File: src/rtl/eeprom_arb_pkg.sv
package eeprom_arb_pkg;

  // Bit positions of the control register; software decodes these.
  localparam int unsigned BIT_XACK = 7;
  localparam int unsigned BIT_XREQ = 6;
  localparam int unsigned BIT_REQ  = 5;
  localparam int unsigned BIT_RDY  = 4;
  localparam int unsigned BIT_CS   = 3;
  localparam int unsigned BIT_SK   = 2;
  localparam int unsigned BIT_DOUT = 1;
  localparam int unsigned BIT_DIN  = 0;

  localparam int unsigned N_PINS = 3;

  typedef struct packed {
    logic xack;
    logic xreq;
    logic req;
    logic rdy;
    logic cs;
    logic sk;
    logic dout;
    logic din;
  } ctl_view_t;

  function automatic int unsigned pace_cycles(input int unsigned ns, input int unsigned period_ps);
    int unsigned c;
    c = (ns * 1000 + period_ps - 1) / period_ps;
    return (c < 1) ? 1 : c;
  endfunction

endpackage

File: src/rtl/eeprom_arb_rst_sync.sv
module eeprom_arb_rst_sync (
  input  logic clk,
  input  logic rst_n,
  output logic rst_n_sync
);
  logic meta_q;

  always_ff @(posedge clk or negedge rst_n) begin
    if (!rst_n) begin
      meta_q     <= 1'b0;
      rst_n_sync <= 1'b0;
    end else begin
      meta_q     <= 1'b1;
      rst_n_sync <= meta_q;
    end
  end
endmodule

File: src/rtl/eeprom_arb_grant.sv
module eeprom_arb_grant (
  input  logic clk,
  input  logic rst_n,
  input  logic req_q,
  input  logic release_wr,
  input  logic mem_busy,
  output logic owned_q,
  output logic grant_now
);
  logic owned_d;

  always_comb begin
    grant_now = !owned_q && req_q && !mem_busy && !release_wr;
    owned_d   = owned_q;
    if (release_wr)
      owned_d = 1'b0;
    else if (grant_now)
      owned_d = 1'b1;
  end

  always_ff @(posedge clk or negedge rst_n) begin
    if (!rst_n)
      owned_q <= 1'b0;
    else
      owned_q <= owned_d;
  end
endmodule

File: src/rtl/eeprom_arb_pacer.sv
module eeprom_arb_pacer #(
  parameter int unsigned PACE_CYC = 200,
  localparam int unsigned CNT_W   = $clog2(PACE_CYC + 1)
) (
  input  logic clk,
  input  logic rst_n,
  input  logic owned_q,
  input  logic grant_now,
  input  logic pace_wr,
  input  logic release_wr,
  output logic rdy_q
);
  localparam logic [CNT_W-1:0] LOAD_VAL = CNT_W'(PACE_CYC - 1);

  logic [CNT_W-1:0] cnt_q, cnt_d;
  logic             rdy_d;
  logic             cnt_en;

  always_comb begin
    rdy_d = rdy_q;
    cnt_d = cnt_q;
    if (release_wr) begin
      rdy_d = 1'b0;
      cnt_d = '0;
    end else if (grant_now) begin
      rdy_d = 1'b1;
      cnt_d = '0;
    end else if (pace_wr) begin
      rdy_d = 1'b0;
      cnt_d = LOAD_VAL;
    end else if (owned_q && !rdy_q) begin
      if (cnt_q == '0)
        rdy_d = 1'b1;
      else
        cnt_d = cnt_q - 1'b1;
    end
  end

  assign cnt_en = release_wr || grant_now || pace_wr || (owned_q && !rdy_q);

  always_ff @(posedge clk or negedge rst_n) begin
    if (!rst_n) begin
      rdy_q <= 1'b0;
      cnt_q <= '0;
    end else if (cnt_en) begin
      rdy_q <= rdy_d;
      cnt_q <= cnt_d;
    end
  end
endmodule

File: src/rtl/eeprom_arb_pins.sv
module eeprom_arb_pins #(
  parameter int unsigned N = 3
) (
  input  logic         owned_q,
  input  logic [N-1:0] bits_q,
  output logic [N-1:0] pins
);
  for (genvar g = 0; g < N; g++) begin : g_gate
    assign pins[g] = owned_q & bits_q[g];
  end
endmodule

File: src/rtl/eeprom_port_arb.sv
module eeprom_port_arb
  import eeprom_arb_pkg::*;
#(
  parameter int unsigned CLK_PERIOD_PS = 4000,
  parameter int unsigned PACE_NS       = 800
) (
  input  logic       clk,
  input  logic       rst_n,
  input  logic       ctl_wr,
  input  logic [7:0] ctl_wdata,
  output logic [7:0] ctl_rdata,
  input  logic       mem_busy,
  output logic       ee_owned,
  output logic       ee_cs,
  output logic       ee_sk,
  output logic       ee_dout,
  input  logic       ee_din,
  output logic       xarb_req,
  input  logic       xarb_ack
);
  localparam int unsigned PACE_CYC = pace_cycles(PACE_NS, CLK_PERIOD_PS);

  logic              rst_n_s;
  logic              xreq_q, req_q;
  logic [N_PINS-1:0] pin_bits_q, pin_bits_d, pin_out;
  logic              owned_q, grant_now, rdy_q;
  logic              release_wr, pace_wr;
  ctl_view_t         view;
  logic              unused_wbits;

  assign unused_wbits = ^{ctl_wdata[BIT_XACK], ctl_wdata[BIT_RDY], ctl_wdata[BIT_DIN]};

  eeprom_arb_rst_sync u_rst (
    .clk        (clk),
    .rst_n      (rst_n),
    .rst_n_sync (rst_n_s)
  );

  // Shadow bits: write-enabled storage
  assign pin_bits_d = {ctl_wdata[BIT_CS], ctl_wdata[BIT_SK], ctl_wdata[BIT_DOUT]};

  always_ff @(posedge clk or negedge rst_n_s) begin
    if (!rst_n_s) begin
      xreq_q     <= 1'b0;
      req_q      <= 1'b0;
      pin_bits_q <= '0;
    end else if (ctl_wr) begin
      xreq_q     <= ctl_wdata[BIT_XREQ];
      req_q      <= ctl_wdata[BIT_REQ];
      pin_bits_q <= pin_bits_d;
    end
  end

  assign release_wr = ctl_wr && !ctl_wdata[BIT_REQ];
  assign pace_wr    = ctl_wr &&  ctl_wdata[BIT_REQ] && owned_q;

  eeprom_arb_grant u_grant (
    .clk        (clk),
    .rst_n      (rst_n_s),
    .req_q      (req_q),
    .release_wr (release_wr),
    .mem_busy   (mem_busy),
    .owned_q    (owned_q),
    .grant_now  (grant_now)
  );

  eeprom_arb_pacer #(.PACE_CYC(PACE_CYC)) u_pacer (
    .clk        (clk),
    .rst_n      (rst_n_s),
    .owned_q    (owned_q),
    .grant_now  (grant_now),
    .pace_wr    (pace_wr),
    .release_wr (release_wr),
    .rdy_q      (rdy_q)
  );

  eeprom_arb_pins #(.N(N_PINS)) u_pins (
    .owned_q (owned_q),
    .bits_q  (pin_bits_q),
    .pins    (pin_out)
  );

  assign ee_cs    = pin_out[2];
  assign ee_sk    = pin_out[1];
  assign ee_dout  = pin_out[0];
  assign ee_owned = owned_q;
  assign xarb_req = xreq_q;

  always_comb begin
    view.xack = xarb_ack;
    view.xreq = xreq_q;
    view.req  = req_q;
    view.rdy  = rdy_q;
    view.cs   = pin_bits_q[2];
    view.sk   = pin_bits_q[1];
    view.dout = pin_bits_q[0];
    view.din  = ee_din & owned_q;
  end

  assign ctl_rdata = view;
endmodule

File: config.mk
export PLATFORM = sky130hd
export DESIGN_NAME = eeprom_port_arb
export DESIGN_NICKNAME = d
export VERILOG_FILES = /design/src/rtl/eeprom_arb_pkg.sv /design/src/rtl/eeprom_arb_rst_sync.sv /design/src/rtl/eeprom_arb_grant.sv /design/src/rtl/eeprom_arb_pacer.sv /design/src/rtl/eeprom_arb_pins.sv /design/src/rtl/eeprom_port_arb.sv
export SDC_FILE = /design/constraint.sdc
export NUM_CORES = 1
export LEC_CHECK = 0
export ABC_AREA = 1
export BUFFER_PORTS_ARGS = -buffer_cell sky130_fd_sc_hd__buf_2
export CAP_MARGIN = 20
export CELL_PAD_IN_SITES_DETAIL_PLACEMENT = 0
export CELL_PAD_IN_SITES_GLOBAL_PLACEMENT = 1
export CORE_UTILIZATION = 36
export CTS_BUF_LIST = sky130_fd_sc_hd__clkbuf_4 sky130_fd_sc_hd__clkbuf_8 sky130_fd_sc_hd__clkbuf_16
export DETAILED_ROUTE_END_ITERATION = 12
export GPL_TIMING_DRIVEN = 0
export PLACE_DENSITY = 0.74
export SYNTH_ARGS = -nofsm -noshare
export SYNTH_HDL_FRONTEND = slang
export SYNTH_SLANG_ARGS = --single-unit
File: constraint.sdc
create_clock -name clk -period 0.85 [get_ports clk]
set_clock_uncertainty 0.1 [all_clocks]
set_input_delay 0 -clock clk [delete_from_list [all_inputs] [get_ports clk]]
set_output_delay 0 -clock clk [all_outputs]
set_load 0.05 [all_outputs]
==> results of run 1 <==
registers in the layout, indices dropped and copies added, names as in the netlist:
name	cells
xarb_req	1
u_grant.owned_q	1
u_rst.meta_q	1
u_rst.rst_n_sync	1
u_pacer.cnt_q	8
pin_bits_q	3
u_pacer.rdy_q	1
req_q	1
final timing paths:
path | start | slack (ps) | end
worst max-delay path | u_pacer.cnt_q[0] | -590 | u_pacer.cnt_q[6]
worst min-delay path | mem_busy | -110 | u_grant.owned_q
worst max register to register | u_pacer.cnt_q[0] | -590 | u_pacer.cnt_q[6]
worst min register to register | u_rst.rst_n_sync | 80 | u_pacer.cnt_q[1]
max in group asynchronous | rst_n | 90 | u_rst.rst_n_sync
min in group asynchronous | u_rst.rst_n_sync | 80 | u_pacer.cnt_q[1]
synth_stat cells:
| cell type | number | area, um^2 |
|---|---|---|
| nand2_2 | 3 | 18.77 |
| nor2_2 | 1 | 6.260 |
| nor2_4 | 2 | 22.52 |
| dfrtp_1 | 17 | 425.4 |
| ha_1 | 1 | 12.51 |
| inv_1 | 14 | 52.55 |
| conb_1 | 1 | 3.750 |
| nor2_8 | 1 | 20.02 |
| buf_2 | 1 | 5.000 |
| nor2_1 | 13 | 48.80 |
| nand3b_4 | 1 | 20.02 |
| o21ai_1 | 4 | 20.02 |
| buf_4 | 4 | 30.03 |
| nand3_1 | 14 | 70.07 |
| a21oi_1 | 2 | 10.01 |
| o21ai_0 | 1 | 5.000 |
| nand2_1 | 37 | 138.9 |
| inv_2 | 7 | 26.28 |
| nand4_1 | 2 | 12.51 |
| nand2_4 | 3 | 33.78 |
final cells by class:
class                   instances  area, um^2  area share
multi-input cells              86       538.0      0.3565
flip-flops and latches         17       435.4      0.2886
repair buffers                 37       335.3      0.2222
inverters                      21       92.59     0.06136
plain buffers                   5       42.54     0.02819
well taps                      30       37.54     0.02488
clock buffers                   3       22.52     0.01493
clock inverters                 1       5.005    0.003317
repair_timing:
action	CTS	global route
resized for setup	34	8
buffers inserted	8	1
setup endpoints to repair	27	26
pin swaps	2	5
endpoints found under the hold margin	8	5
power by group through the flow:
stage,Combinational (W),Sequential (W),Clock [W]
2_1_floorplan,0.00145,0.00128,0
3_3_place_gp,0.00181,0.00123,0
3_5_place_dp,0.00184,0.00123,0
4_1_cts,0.00227,0.00123,0.000483
5_1_grt,0.00267,0.00126,0.000512
6_report,0.00241,0.00123,0.000469
worst reg2reg max path: stages, from the launching register on:
cell and delay [ps]:
dfrtp_1 410, inv_2 80, ha_4 150, nand2_4 50, nor2_4 140, buf_6 120
nand2_2 30, nand2_1 60, nand3_2 70, nand3_2 60, nand2_1 60
layout by cell type (no fill, tap or decap), types with 2 or more instances in the layout:
master         Yosys  layout
nand3_1           14       9
clkbuf_4           0       3
inv_2              7       9
nor2_1            13      13
nand2_2            3       4
nand4_1            2       2
buf_2              1      10
dfrtp_2            0       5
buf_6              0      12
nand2_1           37      31
nand2_4            3       7
dlygate4sd3_1      0       6
buf_4              4      10
nand3_2            0       5
dfrtp_1           17      11
nor2_4             2       3
inv_1             14       8
o21ai_1            4       4
buf_8              0       3
clkinvlp_4         0       3
routing by layer:
layer / routed length (um) / share of wire / up-vias / GRT usage
li1: - / - / 472 / -
met1: 1053 / 0.46 / 434 / 0.2118
met2: 1133 / 0.50 / 17 / 0.3130
met3: 52 / 0.023 / 5 / 0.02500
met4: 48 / 0.021 / 0 / 0.08974
met5: 0 / 0 / - / 0
logic make-up after synthesis:
logic type / count (synthesis)
AO/OA/AOI/OAI: 7
other: 1
flip-flops: 17
AND/OR/NAND/NOR: 77
buffers and inverters: 26
adder cells (fa/ha/maj): 1
metrics by stage:
stage	TNS (ps)	instances	hold WS, ps
finish	-8635	200	-110.1
global route	-9823	200	-109.4
CTS	-8790	200	-121.1
detailed placement	-5807	180	-313.1
global placement	-5553	180	-314.6
floorplan	-4952	129	-395.6
==> impl_results.md, run 1 <==
- Power per Cell Area: between 2000 and 3000 nW/um^2
- Syn nets: 144
- Failing checks: hold timing, setup timing
- Final instance area: 1509 um^2
- Core area: around 2500 um^2
- Cts hold-fix bufs: 8
- Final Worst Setup Slack: -588.8 ps
- Synthesis-stage register bit count: 17
- Die Ht: between 50 and 60 um
- Core Util, Final: 0.5982
- Hold depth: 3
- Clock root buffer: clkbuf_4
- Layout fillers: 242
- Main combinational cell family by area after synthesis: simple AND/OR/NAND/NOR gates
- Crit path time final: 1439 ps
- Total GRT Usage: 0.1789
- RSZ-0062 raised after global routing: true
- H-tree depth: 1
- Avg WL per Cell: about 11 um
- Worst Hold Margin: -110.1 ps
- # DRC: 0
- F_max: roughly 700 MHz
- Outcome: finished with violations
- Initial antenna violation count: 0
- Total internal power: between 0.002 and 0.0025 W
- CTS Buf Count: 3
- Mapped Area: just under 1000 um^2
- First-pass GRT wire length: roughly 3.6 mm
- Num Clock Sinks: 17
- Number of library cell types mapped by synthesis: 20
- Crit end category: flop
- First-pass DRT Iterations: 2
- Antenna fix cells: 0
- Final #Nets: roughly 190
- Max incr delay on CP: ~400 ps
- Layout cell share with drive strength beyond 1: 0.4824
- Via count: just over 900
- Switching component of the power: ~0.0019 W
- Starting DRT DRC Count: 9
- DP Worst Slack: -606.9 ps
- Clock Latency Late Sink: between 300 and 400 ps
- Final Hold Fails: 6
- Vias in the first global route: just under 900
- Class of the worst hold path: in -> reg
- GP Congestion: approximately 0.73
- Area after DPL: about 1200 um^2
- Hpwl dp: approximately 1.5 mm
- Row count: 18
- CTS clk-pin slew, worst paths: around 110 ps
- Synth Area in Simple Gates: 0.3987
- Number of port buffers: 21
- CTS Buffer Depth: 2
- Sw Share: 0.4575
- Final period utilization: 1.693
- Post-synthesis compound-gate area fraction: 0.03567
- Die ar.: around 2900 um^2
- Avg Cell Area, Syn: between 7 and 8 um^2
- Seq pwr share: 0.300
- Maxcap violations: 0
- Worst Path Arrival: 1540 ps
- Required time of the critical path: roughly 950 ps
- Cells after synthesis: about 130
- Vias per cell: 4.640
- Crit Path Category: reg -> reg
- Delay-heaviest family, CP: simple AND/OR/NAND/NOR gates
- Combinational power share: 0.586
- Worst VDD drop: roughly 1.6 mV
- TritonCTS clock tree: done
- Initial core utilization: 0.3894
- Crit path buf inv count: 2
- Worst R2R Path Depth: 10
- Die width: 54.24 um
- Post-Synth Adder-Cell Area: 0.01274
- Clock network fraction of design power: 0.114
- I/O pin total: 27
- YS warnings: 0
- Sequential area share after synthesis: 0.4331
- XOR/XNOR Fraction of Synth Area: 0
- CP max FO: 3
- CP Cell Sequence: inv_2 -> ha_4 -> nand2_4 -> nor2_4 -> buf_6 -> nand2_2 -> nand2_1 -> nand3_2 -> nand3_2 -> nand2_1
- LEAKAGE: approximately 0.79 nW
- WL final: about 2.3 mm
- Final slew viol count: 0
- Global route overflow: 0
- Levels on crit path: 10
- Count of final setup violators: 22
- Worst setup SP type: flop
- Area grow syn2layout: 53.63%
- Pin count of the biggest net entering global routing: 16
- DRT antenna net count: 0
- Post-synthesis mux area share: 0
- Final Total Pwr: around 0.004 W
- Slowest cell on crit path: dfrtp_1
No activity file was read; power rests on OpenSTA's default activity.
==> run 2, diff against run 1 <==
==> constraint.sdc (replaced) <==
create_clock -name clk -period 1.5 [get_ports clk]
set_clock_uncertainty 0.1 [all_clocks]
set_input_delay 0 -clock clk [delete_from_list [all_inputs] [get_ports clk]]
set_output_delay 0 -clock clk [all_outputs]
set_load 0.05 [all_outputs]
==> run 2 against run 1 <==
  * First-iteration DRC count grew to 2.7 times the previous value
  * Largest power group unchanged
  * Clock power shrank 45%
  * Wire length shrank 6.7%
  * Critical path depth shrank 1
  * Final area shrank 8.3%
  * The run now ends clean
  * Via count grew 0.22%
  * Maximum frequency shrank 0.81%
  * Count of clock-buffer cells in the layout is the same
  * Setup slack gained 640 ps
  * Die area is the same
  * Worst hold slack gained 110 ps
==> impl_results.md, run 2 (same netlist as run 1, synthesis figures left out) <==
- Crit end category: flop (unchanged)
- Worst setup SP type: flop (unchanged)
- CTS clk-pin slew, worst paths: 110 ps (about the same)
- Core Util, Final: 0.5486 (was 0.5982)
- Die ar.: 2941 um^2 (unchanged)
- Final Worst Setup Slack: 49.44 ps (was -588.8 ps)
- Top Registers: u_pacer.cnt_q (8), pin_bits_q (3) (unchanged)
- R2R setup slack: 50 ps (was -590 ps)
- CTS Buffer Depth: 2 (unchanged)
- RR Endpoint: u_pacer.cnt_q[1] (was u_pacer.cnt_q[6])
- CP max FO: 8 (was 3)
- RSZ-0062 raised after global routing: true (unchanged)
- Die Ht: 54.24 um (unchanged)
- Required time of the critical path: 1600 ps (was 950 ps)
- Seq pwr share: 0.317 (was 0.300)
- Vias per cell: 4.627 (was 4.640)
- Pin count of the biggest net entering global routing: 16 (unchanged)
- GP Congestion: 0.7689 (was 0.7311)
- Num Clock Sinks: 17 (unchanged)
- Class of the worst hold path: in -> reg (unchanged)
- First-pass GRT wire length: 3.484 mm (was 3.629 mm)
- Footprint of the multi-input gates: 510.5 um^2 (was 538.0 um^2)
- Total GRT Usage: 0.1664 (was 0.1789)
- Total internal power: 0.001124 W (was 0.002230 W)
- Row count: 18 (unchanged)
- Die width: 54.24 um (unchanged)
- TritonCTS clock tree: done (unchanged)
- Switching component of the power: 0.001005 W (was 0.001880 W)
- Starting DRT DRC Count: 24 (was 9)
- Worst R2R Path Depth: 9 (was 10)
- H-tree depth: 1 (unchanged)
- Avg WL per Cell: 10.62 um (was 11.44 um)
- Crit path time final: 1451 ps (was 1439 ps)
- Worst Hold End: u_pacer.rdy_q (was u_grant.owned_q)
- Crit Path Category: reg -> reg (unchanged)
- F_max: 689.4 MHz (was 695.0 MHz)
- Worst Hold Launch: ctl_wdata[5] (was mem_busy)
- Hold depth: 5 (was 3)
- Commonest non-fill, non-tap cell in the layout: nand2_1 (unchanged)
- Clock network fraction of design power: 0.122 (was 0.114)
- Clock root buffer: clkbuf_4 (unchanged)
- Most frequent cells in the layout: nand2_1 (36), buf_2 (22), dfrtp_1 (16), nor2_1 (13), dlygate4sd3_1 (13) (was nand2_1 (31), nor2_1 (13), buf_6 (12), dfrtp_1 (11))
- Clock Latency Late Sink: 300 ps (was 310 ps)
- WL final: 2.134 mm (was 2.288 mm)
- Initial antenna violation count: 0 (unchanged)
- Sw Share: 0.4721 (was 0.4575)
- Final slew viol count: 0 (unchanged)
- Outcome: completed (was finished with violations)
- Number of port buffers: 21 (unchanged)
- Final Hold Fails: 0 (was 6)
- LEAKAGE: 0.7595 nW (was 0.7936 nW)
- Final #Nets: 187 (was 186)
- Final Total Pwr: 0.002129 W (was 0.004110 W)
- Worst Hold Margin: 0.06123 ps (was -110.1 ps)
- Global route overflow: 0 (unchanged)
- Maxcap violations: 0 (unchanged)
- I/O pin total: 27 (unchanged)
- Worst Path Arrival: 1550 ps (was 1540 ps)
- Max_slew headroom: 0.5860
- Count of final setup violators: 0 (was 22)
- Layout cell share with drive strength beyond 1: 0.3684 (was 0.4824)
- Worst VDD drop: 1.028 mV (was 1.580 mV)
- DP Worst Slack: -143.7 ps (was -606.9 ps)
- Slew @ Worst Pin: 621.0 ps
- Layout fillers: 265 (was 242)
- # DRC: 0 (unchanged)
- Area grow syn2layout: 40.89% (was 53.63%)
- First-pass DRT Iterations: 4 (was 2)
- Vias in the first global route: 838 (was 875)
- Setup total negative slack: 0 ps (was -8635 ps)
- Power per Cell Area: 1539 nW/um^2 (was 2724 nW/um^2)
- R2r startpoint: u_pacer.cnt_q[1] (was u_pacer.cnt_q[0])
- Via count: 930 (was 928)
- Largest register FFs: 8 (unchanged)
- Combinational power share: 0.562 (was 0.586)
- Initial core utilization: 0.3894 (unchanged)
- Antenna fix cells: 0 (unchanged)
- DRT antenna net count: 0 (unchanged)
- Reg with most FFs: u_pacer.cnt_q (unchanged)
- Final period utilization: 0.9670 (was 1.693)
- Core area: 2522 um^2 (unchanged)
- CTS Buf Count: 3 (unchanged)
- Register area: 426.7 um^2 (was 435.4 um^2)
- Hpwl dp: 1.515 mm (was 1.539 mm)
-- run 2: cell count changes in the layout (fill, tap and decap cells not counted), moves of 2 or more --
cell,delta
buf_2,+12
buf_6,-12
dlygate4sd3_1,+7
dfrtp_1,+5
nand2_1,+5
dfrtp_2,-4
inv_1,+4
buf_8,-3
nand2_4,-3
buf_4,-2
clkinvlp_4,-2
nand2_2,-2
-- run 2: area by class of cell --
class,count,share of cell area
Sequential cell,17,0.3083
Inverter,21,0.05696
Tap cell,30,0.02712
Buffer,5,0.02532
Multi-Input combinational cell,86,0.3689
Clock buffer,3,0.01627
Timing Repair Buffer,38,0.1917
Clock inverter,1,0.005425
-- run 2: power by group through the flow --
stage | registers [W] | logic [W] | clock network (W)
floorplan | 0.000709 | 0.000709 | 0
global placement | 0.000678 | 0.000910 | 0
detailed placement | 0.000682 | 0.000920 | 0
CTS | 0.000674 | 0.00102 | 0.000269
global route | 0.000690 | 0.00132 | 0.000293
finish | 0.000674 | 0.00120 | 0.000259
-- run 2: how the worst max path moves through the flow --
stage / from / end / slack [ps] / depth (start not counted)
floorplan: u_pacer.cnt_q[0] / u_pacer.cnt_q[7] / 40 / 9
global placement: u_pacer.cnt_q[0] / u_pacer.cnt_q[2] / -130 / 9
detailed placement: u_pacer.cnt_q[0] / u_pacer.cnt_q[1] / -140 / 9
CTS: u_pacer.cnt_q[0] / u_pacer.cnt_q[6] / 6 / 9
global route: u_pacer.cnt_q[1] / u_pacer.cnt_q[7] / -40 / 9
finish: u_pacer.cnt_q[1] / u_pacer.cnt_q[1] / 50 / 9
-- run 2: worst max-delay path: stages, from the launching register on --
cell     delay, ps
dfrtp_1        400
inv_2          100
ha_4           150
nand2_4         50
nor2_4         150
nand2_4         90
nand2_4        100
nand2_8         80
nand3_2         60
o21ai_1         60
-- run 2: metrics by stage --
stage	cell area [um^2]	cells
final	1384	201
after global routing	1384	201
after CTS	1309	198
after detailed placement	1126	180
after global placement	1126	180
after floorplan	983.4	129
-- run 2: what timing repair did --
item	in CTS	in global routing
pin swaps	1	7
endpoints found under the setup margin	8	6
gates resized for setup	6	9
hold endpoints to repair	8	0
setup buffers	1	3
hold buffers	13	0
-- run 2: layer usage --
layer | wire length (um) | GRT usage
met5 | 0 | 0
met3 | 49 | 0.05000
met1 | 1011 | 0.2017
met4 | 20 | 0.05128
met2 | 1053 | 0.2805
